**src/rtl/spi_flash_front.sv**
```systemverilog
module spi_flash_front #(
  parameter int ADDR_BITS   = 21,
  parameter int MEM_BYTES   = 64,
  parameter int BUSY_CYCLES = 1500,
  parameter int SYNC_STAGES = 2
) (
  input  logic        clk,
  input  logic        rst_n,
  input  logic        sclk,
  input  logic        cs_n,
  input  logic        hold_n,
  input  logic        si,
  output logic        so,
  output logic        so_en,
  output logic        rx_valid,
  output logic [1:0]  rx_kind,
  output logic [23:0] rx_word
);
  localparam int MW = $clog2(MEM_BYTES);
  localparam int BW = $clog2(BUSY_CYCLES + 1);
  localparam logic [7:0] OP_PROG = 8'h02;
  localparam logic [7:0] OP_READ = 8'h03;
  localparam logic [7:0] OP_STAT = 8'h05;

  typedef enum logic [2:0] {PH_OP, PH_ADDR, PH_WR, PH_OUT, PH_IGN} phase_t;

  logic [SYNC_STAGES-1:0] sclk_q, cs_q, hold_q, si_q;
  logic s_sclk, s_cs, s_hold, s_si, p_sclk, p_cs;
  logic act, held, prog_wr, so_q;
  phase_t phase;
  logic [7:0] cmd, txsh;
  logic [4:0] bitc;
  logic [ADDR_BITS-2:0] sh;
  logic [ADDR_BITS-1:0] sh_nx, ptr;
  logic [BW-1:0] busy_cnt;
  logic [7:0] mem [MEM_BYTES];
  logic [31:0] busy_w;
  logic [MW-1:0] nxt_idx;
  logic [7:0] status;
  logic rise, fall, cs_rise, cs_fall, go_rise, go_fall;

  assign s_sclk  = sclk_q[SYNC_STAGES-1];
  assign s_cs    = cs_q[SYNC_STAGES-1];
  assign s_hold  = hold_q[SYNC_STAGES-1];
  assign s_si    = si_q[SYNC_STAGES-1];
  assign rise    = s_sclk & ~p_sclk;
  assign fall    = ~s_sclk & p_sclk;
  assign cs_rise = s_cs & ~p_cs;
  assign cs_fall = ~s_cs & p_cs;
  assign go_rise = act & ~held & rise;
  assign go_fall = act & ~held & fall;
  assign sh_nx   = {sh, s_si};
  assign nxt_idx = ptr[MW-1:0] + 1'b1;
  assign status  = {7'b0, busy_cnt != '0};
  assign busy_w  = 32'(busy_cnt);
  assign so      = so_q;
  assign so_en   = act & ~held & (phase == PH_OUT);

  always_ff @(posedge clk or negedge rst_n) begin
    if (!rst_n) begin
      sclk_q <= '0; cs_q <= '1; hold_q <= '1; si_q <= '0;
      p_sclk <= 1'b0; p_cs <= 1'b1;
    end else begin
      sclk_q <= {sclk_q[SYNC_STAGES-2:0], sclk};
      cs_q   <= {cs_q[SYNC_STAGES-2:0], cs_n};
      hold_q <= {hold_q[SYNC_STAGES-2:0], hold_n};
      si_q   <= {si_q[SYNC_STAGES-2:0], si};
      p_sclk <= s_sclk;
      p_cs   <= s_cs;
    end
  end

  always_ff @(posedge clk or negedge rst_n) begin
    if (!rst_n) begin
      act <= 1'b0; held <= 1'b0; prog_wr <= 1'b0; so_q <= 1'b0;
      phase <= PH_OP; cmd <= '0; txsh <= '0; bitc <= '0; sh <= '0; ptr <= '0;
      busy_cnt <= '0; rx_valid <= 1'b0; rx_kind <= '0; rx_word <= '0;
      for (int i = 0; i < MEM_BYTES; i++) mem[i] <= 8'(i * 3 + 1);
    end else begin
      rx_valid <= 1'b0;
      if (busy_cnt != '0) busy_cnt <= busy_cnt - 1'b1;
      if (s_cs) begin
        act <= 1'b0; held <= 1'b0; phase <= PH_OP; bitc <= '0; so_q <= 1'b0;
        prog_wr <= 1'b0;
        if (cs_rise && prog_wr && busy_cnt == '0) busy_cnt <= BW'(BUSY_CYCLES);
      end else begin
        if (cs_fall && s_hold) act <= 1'b1;
        if (act) begin
          if (!held && !s_hold && !s_sclk) held <= 1'b1;
          else if (held && s_hold && !s_sclk) held <= 1'b0;
        end
        if (go_rise) begin
          case (phase)
            PH_OP: begin
              sh <= sh_nx[ADDR_BITS-2:0];
              bitc <= bitc + 1'b1;
              if (bitc == 5'd7) begin
                bitc <= '0;
                cmd <= sh_nx[7:0];
                rx_valid <= 1'b1; rx_kind <= 2'd0; rx_word <= {16'h0, sh_nx[7:0]};
                case (sh_nx[7:0])
                  OP_READ, OP_PROG: phase <= PH_ADDR;
                  OP_STAT: begin phase <= PH_OUT; txsh <= status; end
                  default: phase <= PH_IGN;
                endcase
              end
            end
            PH_ADDR: begin
              sh <= sh_nx[ADDR_BITS-2:0];
              bitc <= bitc + 1'b1;
              if (bitc == 5'd23) begin
                bitc <= '0;
                ptr <= sh_nx;
                rx_valid <= 1'b1; rx_kind <= 2'd1; rx_word <= 24'(sh_nx);
                if (cmd == OP_READ) begin
                  phase <= PH_OUT;
                  txsh <= mem[sh_nx[MW-1:0]];
                end else phase <= PH_WR;
              end
            end
            PH_WR: begin
              sh <= sh_nx[ADDR_BITS-2:0];
              bitc <= bitc + 1'b1;
              if (bitc == 5'd7) begin
                bitc <= '0;
                ptr <= ptr + 1'b1;
                rx_valid <= 1'b1; rx_kind <= 2'd2; rx_word <= {16'h0, sh_nx[7:0]};
                if (busy_cnt == '0) begin
                  mem[ptr[MW-1:0]] <= sh_nx[7:0];
                  prog_wr <= 1'b1;
                end
              end
            end
            default: ;
          endcase
        end
        if (go_fall && phase == PH_OUT) begin
          so_q <= txsh[7];
          bitc <= bitc + 1'b1;
          if (bitc == 5'd7) begin
            bitc <= '0;
            if (cmd == OP_READ) begin
              txsh <= mem[nxt_idx];
              ptr <= ptr + 1'b1;
            end else txsh <= status;
          end else txsh <= {txsh[6:0], 1'b0};
        end
      end
    end
  end
endmodule

```
**config.mk**
```make
export PLATFORM = sky130hd
export DESIGN_NAME = spi_flash_front
export DESIGN_NICKNAME = d
export VERILOG_FILES = /design/src/rtl/spi_flash_front.sv
export SDC_FILE = /design/constraint.sdc
export NUM_CORES = 1
export LEC_CHECK = 0
export ABC_CLOCK_PERIOD_IN_PS = 7280
export BUFFER_PORTS_ARGS = -buffer_cell sky130_fd_sc_hd__buf_2
export CORE_ASPECT_RATIO = 1.25
export CORE_MARGIN = 5
export CORE_UTILIZATION = 24
export CTS_BUF_LIST = sky130_fd_sc_hd__clkbuf_4
export DETAILED_ROUTE_END_ITERATION = 12
export HOLD_SLACK_MARGIN = 0.02
export PLACE_DENSITY = 0.43
export SLEW_MARGIN = 20
export SYNTH_ARGS = -nofsm -noshare
export SYNTH_HDL_FRONTEND = slang
export SYNTH_SLANG_ARGS = --single-unit
```
**constraint.sdc**
```tcl
create_clock -name clk -period 7.28 [get_ports clk]
set_input_delay 1.456 -clock clk [delete_from_list [all_inputs] [get_ports clk]]
set_output_delay 1.456 -clock clk [all_outputs]
set_load 0.02 [all_outputs]
```
==> run metrics, run 1 <==
cell seen most often among critical-path stages a2111oi_0; Max Cap Viol 0; detail-routed net length per standard cell 26.46 um; wire length of the first global-routing pass 164.6 mm; met1 wire length 44.87 mm; Final nets 2312; Crit path largest cell delay 1.04 ns; power per standard cell area 193.5 nW/um^2; reg2reg start ptr[2]; total of warnings raised by yosys 0; vertical die dimension 423.7 um; top layer in use met4; via total after detailed routing 21220; core area 135800 um^2; Worst Setup Start Kind flop; cell area after synthesis 32860 um^2; routed length on met3 4.601 mm; worst slew pin tran 1.156 ns; number of buffers on the longest clock path 3; clk slew on worst S/H paths 0.08 ns; detailed-routed wire length on met2 56.18 mm; asr flop ratio synth 100.0%; highest clock rate 0.2194 GHz; # setup viols final 0; via-per-instance ratio 5.039; number of synthesized flops with an enable pin 0; worst-path cell chain nand3_2 -> xnor2_4 -> buf_4 -> a211oi_1 -> a2111oi_0 -> a2111oi_0 -> a31oi_1; number of failing hold endpoints at the final stage 0; FF+latch count, synth 611; number of core rows 151; area growth from synthesis to layout 13.35%; final number of max-transition violations 0; global-route total usage across every layer 15.39%; average size of a mapped cell 14.70 um^2; Slew Limit Headroom 20.92%; routability congestion estimate 0.8958; number of global-route vias before repair 22840; endpoint kind of the worst setup timing path flop; Final Power 7.208 mW; library cell contributing the largest single delay on the critical path a2111oi_0; final setup skew 0.07244 ns; insertion delay to the later sink of the worst-skew pair 1.10 ns; Setup crit start ptr[2]; library cell with the largest summed area after synthesis dfrtp_1; number of fill cells 13690; setup repair bufs after CTS 0; initial detailed-routing violation count 1292; antenna violations before repair 3; Period Utilization, post-route 62.61%; setup_tns 0 ns; post-synthesis sequential area ratio 47.44%; class of the most critical setup path flop to flop; I/O Buffers 31; Worst Path Arrival 5.56 ns; Area contributors post-synth dfrtp_1 (28%), dfstp_2 (19%), mux2_2 (19%); cell count after synthesis 2235; number of resized instances in the post-cts repair step 0; clock tree from TritonCTS built; pin count of the biggest net entering global routing 134; maximum VDD drop 135.5 uV; largest delay contributor family on the critical path compound AO/OA/AOI/OAI gates; min setup slack post-route 2.722 ns; hold crit path type primary input to asynchronous set/reset pin; starting utilization of the core area 24.19%; worst-path maximum fanout 33; Total Die Area 144500 um^2; drt drc 0; CP Buf/Inv Count 1; area fraction of the dominant cell type after synthesis 28.25%; crit path time final 4.558 ns; Die W 341.0 um; aggregate global routing overflow 0; Root Buffer Master clkbuf_4; Top FF cell, synth dfrtp_1; total half-perimeter wirelength after legalization and detailed placement 73.61 mm; wirelength, routed 111.4 mm; ratio of cells with drive above 1 in the final layout 62.01%; library cells used by synthesis 81; total number of clock tree sinks 611; Post-Place Worst Slack 2.864 ns; required time reported for the critical path endpoint 8.28 ns; total clock buffers created by CTS 169; remaining antenna violation count 0; Leakage Power 15.72 nW; number of hold-repair buffers added at the cts stage 0; I/O pins 35; iteration count of the initial detailed-routing pass 5; number of H-tree branching levels 4; unrepaired setup endpoints after global routing no; status finished, final reports clean
[cells by family (layout without fill, tap and decap cells)]
logic type / Yosys count / in the layout / share of synthesized area [%]
simple gates: 350 / 350 / 6.842
compound gates: 203 / 203 / 4.204
fa+ha+maj: 4 / 4 / 0.1523
xor+xnor: 12 / 12 / 0.3427
mux: 855 / 855 / 38.35
other cells: 1 / 7 / 0.01141
flops: 611 / 611 / 47.44
buf+inv: 199 / 410 / 2.654
[through the flow]
step | cells | area [um^2] | hold WS [ns] | util [%]
3_5_place_dp | 3889 | 34950 | 0.3450 | 25.73
5_1_grt | 4209 | 37240 | 0.2242 | 27.42
6_report | 4211 | 37250 | 0.3152 | 27.42
2_1_floorplan | 2237 | 32870 | 0.3312 | -
3_3_place_gp | 3889 | 34940 | 0.3392 | 25.72
4_1_cts | 4206 | 37200 | 0.3147 | 27.39
[state kept, by name (all words and copies together) (netlist names), 2 cells and up]
name,cells
rx_kind,2
busy_cnt,11
mem,512
sh,20
hold_q,2
phase,3
si_q,2
txsh,8
rx_word,21
ptr,6
cmd,8
bitc,5
cs_q,2
sclk_q,2
[cell type report]
| type | count | area, um^2 | share of cell area (%) |
|---|---|---|---|
| Multi-Input combinational cell | 1427 | 16470 | 44.23 |
| Timing Repair Buffer | 87 | 668.1 | 1.794 |
| Antenna cell | 4 | 10.01 | 0.02687 |
| Inverter | 6 | 22.52 | 0.06046 |
| Clock buffer | 271 | 2034 | 5.462 |
| Clock inverter | 46 | 221.5 | 0.5946 |
| Sequential cell | 611 | 15620 | 41.92 |
| Tap cell | 1759 | 2201 | 5.909 |
[synthesized netlist by cell type (9+ instances only)]
cell type and number:
a2111oi_0 13, mux2_2 544, dfstp_2 240, a211oi_1 14, mux4_2 268, buf_1 13, nor3b_1 10, o21ai_0 41
nand3_1 26, mux2i_1 34, clkbuf_1 120, a21oi_1 27, buf_2 45, nand2_2 29, o22ai_1 15, mux2_1 9
nor2_8 23, nor2_1 38, a22oi_1 16, buf_4 10, nor2b_1 18, a31oi_1 21, dfrtp_1 371, nand2_1 109
nor3_1 14
[report_power, final]
group          switching (mW)  internal (mW)
logic                   0.319          0.121
registers              0.0623           3.41
clock network            1.60           1.70
[metal layers]
layer | up-vias | global-route usage (%)
met5 | - | 0
met4 | 0 | 7.908
met3 | 244 | 2.811
met2 | 609 | 26.20
met1 | 11500 | 18.64
li1 | 8865 | -
[cells in the final DEF (no fill, tap or decap), types with 17 or more instances in the layout]
cell      instances
mux2_2          544
clkinv_1         30
dfrtp_1         362
nor2_1           38
nand2_2          29
nor2b_1          17
dfstp_2         240
buf_2            30
mux4_2          268
o21ai_0          41
a31oi_1          21
a21oi_1          26
nand2_1         109
clkbuf_4        271
buf_4            50
nor2_8           23
mux2i_1          34
nand3_1          26
[path summary, 6_finish.rpt]
path,cells past startpoint,slack (ns),end
setup / recovery,7,2.72,txsh[2]
hold / removal,1,0.32,mem[375]
setup reg to reg,7,2.72,txsh[2]
hold reg to reg,0,0.35,sclk_q[1]
max in group asynchronous,3,5.16,ptr[0]
min in group clk,0,0.35,sclk_q[1]
Note: power is estimated with default switching activity, not from simulation.
==> inputs of run 2 (changes only) <==
- ABC_CLOCK_PERIOD_IN_PS: 7280 -> 4100
- PLACE_DENSITY: 0.43 -> 0.45
- clock period: 7.28 -> 4.1 ns (I/O delays scaled with it)
==> run 2 against run 1 <==
Net effect: setup slack lost 2.3 ns; routed wire length shrank 1.8%; die area is the same; critical path depth shrank 2; sequential share of layout area shrank 0.65 points; non-clock buffer count grew 46; global-route usage shrank 0.31 points; total power grew 80%; clock-buffer cell count shrank 9; combinational power grew 86%; utilization grew 0.43 points; register-to-register slack lost 2.3 ns; largest power group unchanged.
==> run metrics, run 2 (synthesis gave the netlist of run 1 again) <==
global-route total usage across every layer 15.08% (-0.31 points); status finished, final reports clean; top flop regs mem x512, rx_word x21, sh x20; Worst Path Arrival 4.74 ns (-0.82 ns); class of the most critical setup path flop to flop; crit path time final 3.689 ns (-0.8686 ns); number of flip-flops in the largest register 512 (unchanged); CP Buf/Inv Count 0 (-1); initial detailed-routing violation count 1308 (+1.2%); power per standard cell area 343.5 nW/um^2 (+77%); I/O pins 35 (unchanged); clk slew on worst S/H paths 0.07 ns (about the same); ratio of cells with drive above 1 in the final layout 62.24% (+0.23 points); detail-routed net length per standard cell 25.67 um (-3.0%); hold crit path type primary input to asynchronous set/reset pin; post-route core utilization 27.86% (+0.43 points); cell seen most often among critical-path stages a31oi_1; final number of max-transition violations 0 (unchanged); worst-path cell chain and2_1 -> a221oi_1 -> a2111oi_0 -> a31oi_1 -> a31oi_1; largest delay contributor family on the critical path compound AO/OA/AOI/OAI gates; number of core rows 151 (unchanged); wire length of the first global-routing pass 162.5 mm (-1.3%); routability congestion estimate 0.8675 (-3.2%); via-per-instance ratio 5.008 (-0.62%); vertical die dimension 423.7 um (unchanged); commonest cells after routing, fill and taps aside mux2_2 (544), dfrtp_1 (362), mux4_2 (268); number of H-tree branching levels 4 (unchanged); total clock buffers created by CTS 171 (+1.2%); iteration count of the initial detailed-routing pass 5 (unchanged); Crit path largest cell delay 1.03 ns (about the same); worst-path maximum fanout 51 (+55%); via total after detailed routing 21340 (+0.58%); Total Die Area 144500 um^2 (unchanged); Die W 341.0 um (unchanged); Root Buffer Master clkbuf_4; highest clock rate 0.2711 GHz (+24%); Max Cap Viol 0 (unchanged); core area 135800 um^2 (unchanged); remaining antenna violation count 0 (unchanged); most common library cell in the layout ignoring fill and taps mux2_2; maximum VDD drop 211.3 uV (+56%); drt drc 0 (unchanged); starting utilization of the core area 24.19% (unchanged); # setup viols final 0 (unchanged); Final nets 2360 (+2.1%); Worst Setup Start Kind flop; top layer in use met4; worst slew pin tran 1.148 ns (-0.008354 ns); number of buffers on the longest clock path 3 (unchanged); Period Utilization, post-route 89.98% (+27 points); pin count of the biggest net entering global routing 138 (+3.0%); setup_tns 0 ns (unchanged); number of global-route vias before repair 23180 (+1.5%); detailed-routed wire length on met2 55.95 mm (-0.40%); area growth from synthesis to layout 15.15%; aggregate global routing overflow 0 (unchanged); wirelength, routed 109.4 mm (-1.8%); routed length on met3 5.174 mm (+12%); total half-perimeter wirelength after legalization and detailed placement 74.78 mm (+1.6%); insertion delay to the later sink of the worst-skew pair 1.13 ns (+0.03 ns); total number of clock tree sinks 611 (unchanged); met1 wire length 43.12 mm (-3.9%); register with the highest flop count mem; final setup skew 0.09107 ns (+0.01863 ns); Leakage Power 16.03 nW (+1.9%); clock tree from TritonCTS built; required time reported for the critical path endpoint 5.15 ns (-3.13 ns); number of failing hold endpoints at the final stage 0 (unchanged); endpoint kind of the worst setup timing path flop; library cell contributing the largest single delay on the critical path a2111oi_0; setup repair bufs after CTS 0 (unchanged); Slew Limit Headroom 23.19% (+2.3 points); unrepaired setup endpoints after global routing no; reg-to-reg slack, setup 0.41 ns (-2.31 ns); antenna violations before repair 2 (-1); I/O Buffers 31 (unchanged)
run 2: changes by cell type in the layout (fill, tap and decap cells not counted), sizes merged:
| cell | delta |
|---|---|
| inv | -3 |
| clkbuf | -9 |
| buf | +41 |
| diode | -1 |
| dlygate4sd3 | +5 |
| clkinvlp | +2 |
| bufinv | +4 |
| clkinv | +12 |
run 2: where the power goes:
group	total (mW)	switching, mW	internal (mW)
registers	6.18	0.119	6.06
logic	0.818	0.556	0.262
clock network	6.00	2.81	3.19
total	13.0	3.49	9.51
run 2: repair_timing:
action                                 CTS  global route
hold buffers                             5             0
endpoints found under the hold margin   78             0
gates resized for setup                  0             0
run 2: final timing paths:
| check | cells after the start | to | from |
|---|---|---|---|
| max in group asynchronous | 3 | mem[313] | rst_n |
| hold / removal | 2 | busy_cnt[4] | rst_n |
| setup / recovery | 5 | txsh[2] | sh[2] |
| hold reg to reg | 0 | si_q[1] | si_q[0] |
| setup reg to reg | 5 | txsh[2] | sh[2] |
| min in group clk | 0 | si_q[1] | si_q[0] |
run 2: layout make-up:
type / count / area, um^2
fill: 13620 / 98000
multi-input combinational: 1427 / 16460
sequential: 611 / 15620
tap: 1759 / 2201
clock buffer: 262 / 1967
timing repair buffer: 133 / 1181
clock inverter: 61 / 382.9
inverter: 6 / 22.52
antenna: 3 / 7.507
run 2: metrics by stage:
step | setup slack (ns) | hold WS (ns) | power [mW] | instance area, um^2 | instances
detailed placement | 0.3579 | 0.3442 | 7.115 | 35430 | 3931
global placement | 0.3426 | 0.3320 | 7.106 | 35430 | 3931
CTS | 0.3583 | 0.1452 | 13.29 | 37830 | 4259
finish | 0.4108 | 0.2758 | 13.00 | 37840 | 4262
global route | 0.4102 | 0.2357 | 13.66 | 37840 | 4261
floorplan | 1.153 | 0.3312 | 6.649 | 32870 | 2237
run 2: worst reg2reg max path: cells and delay by family (launching register included):
kind,cells,cell delay [ns]
AO/OA/AOI/OAI,4,1.74
AND/OR/NAND/NOR,1,1.05
flip-flops,1,0.88
run 2: routing by layer:
layer / vias to the layer above / global-route usage (%)
met5: - / 0
met4: 0 / 7.159
met3: 241 / 2.999
met2: 651 / 25.99
met1: 11490 / 18.07
li1: 8958 / -
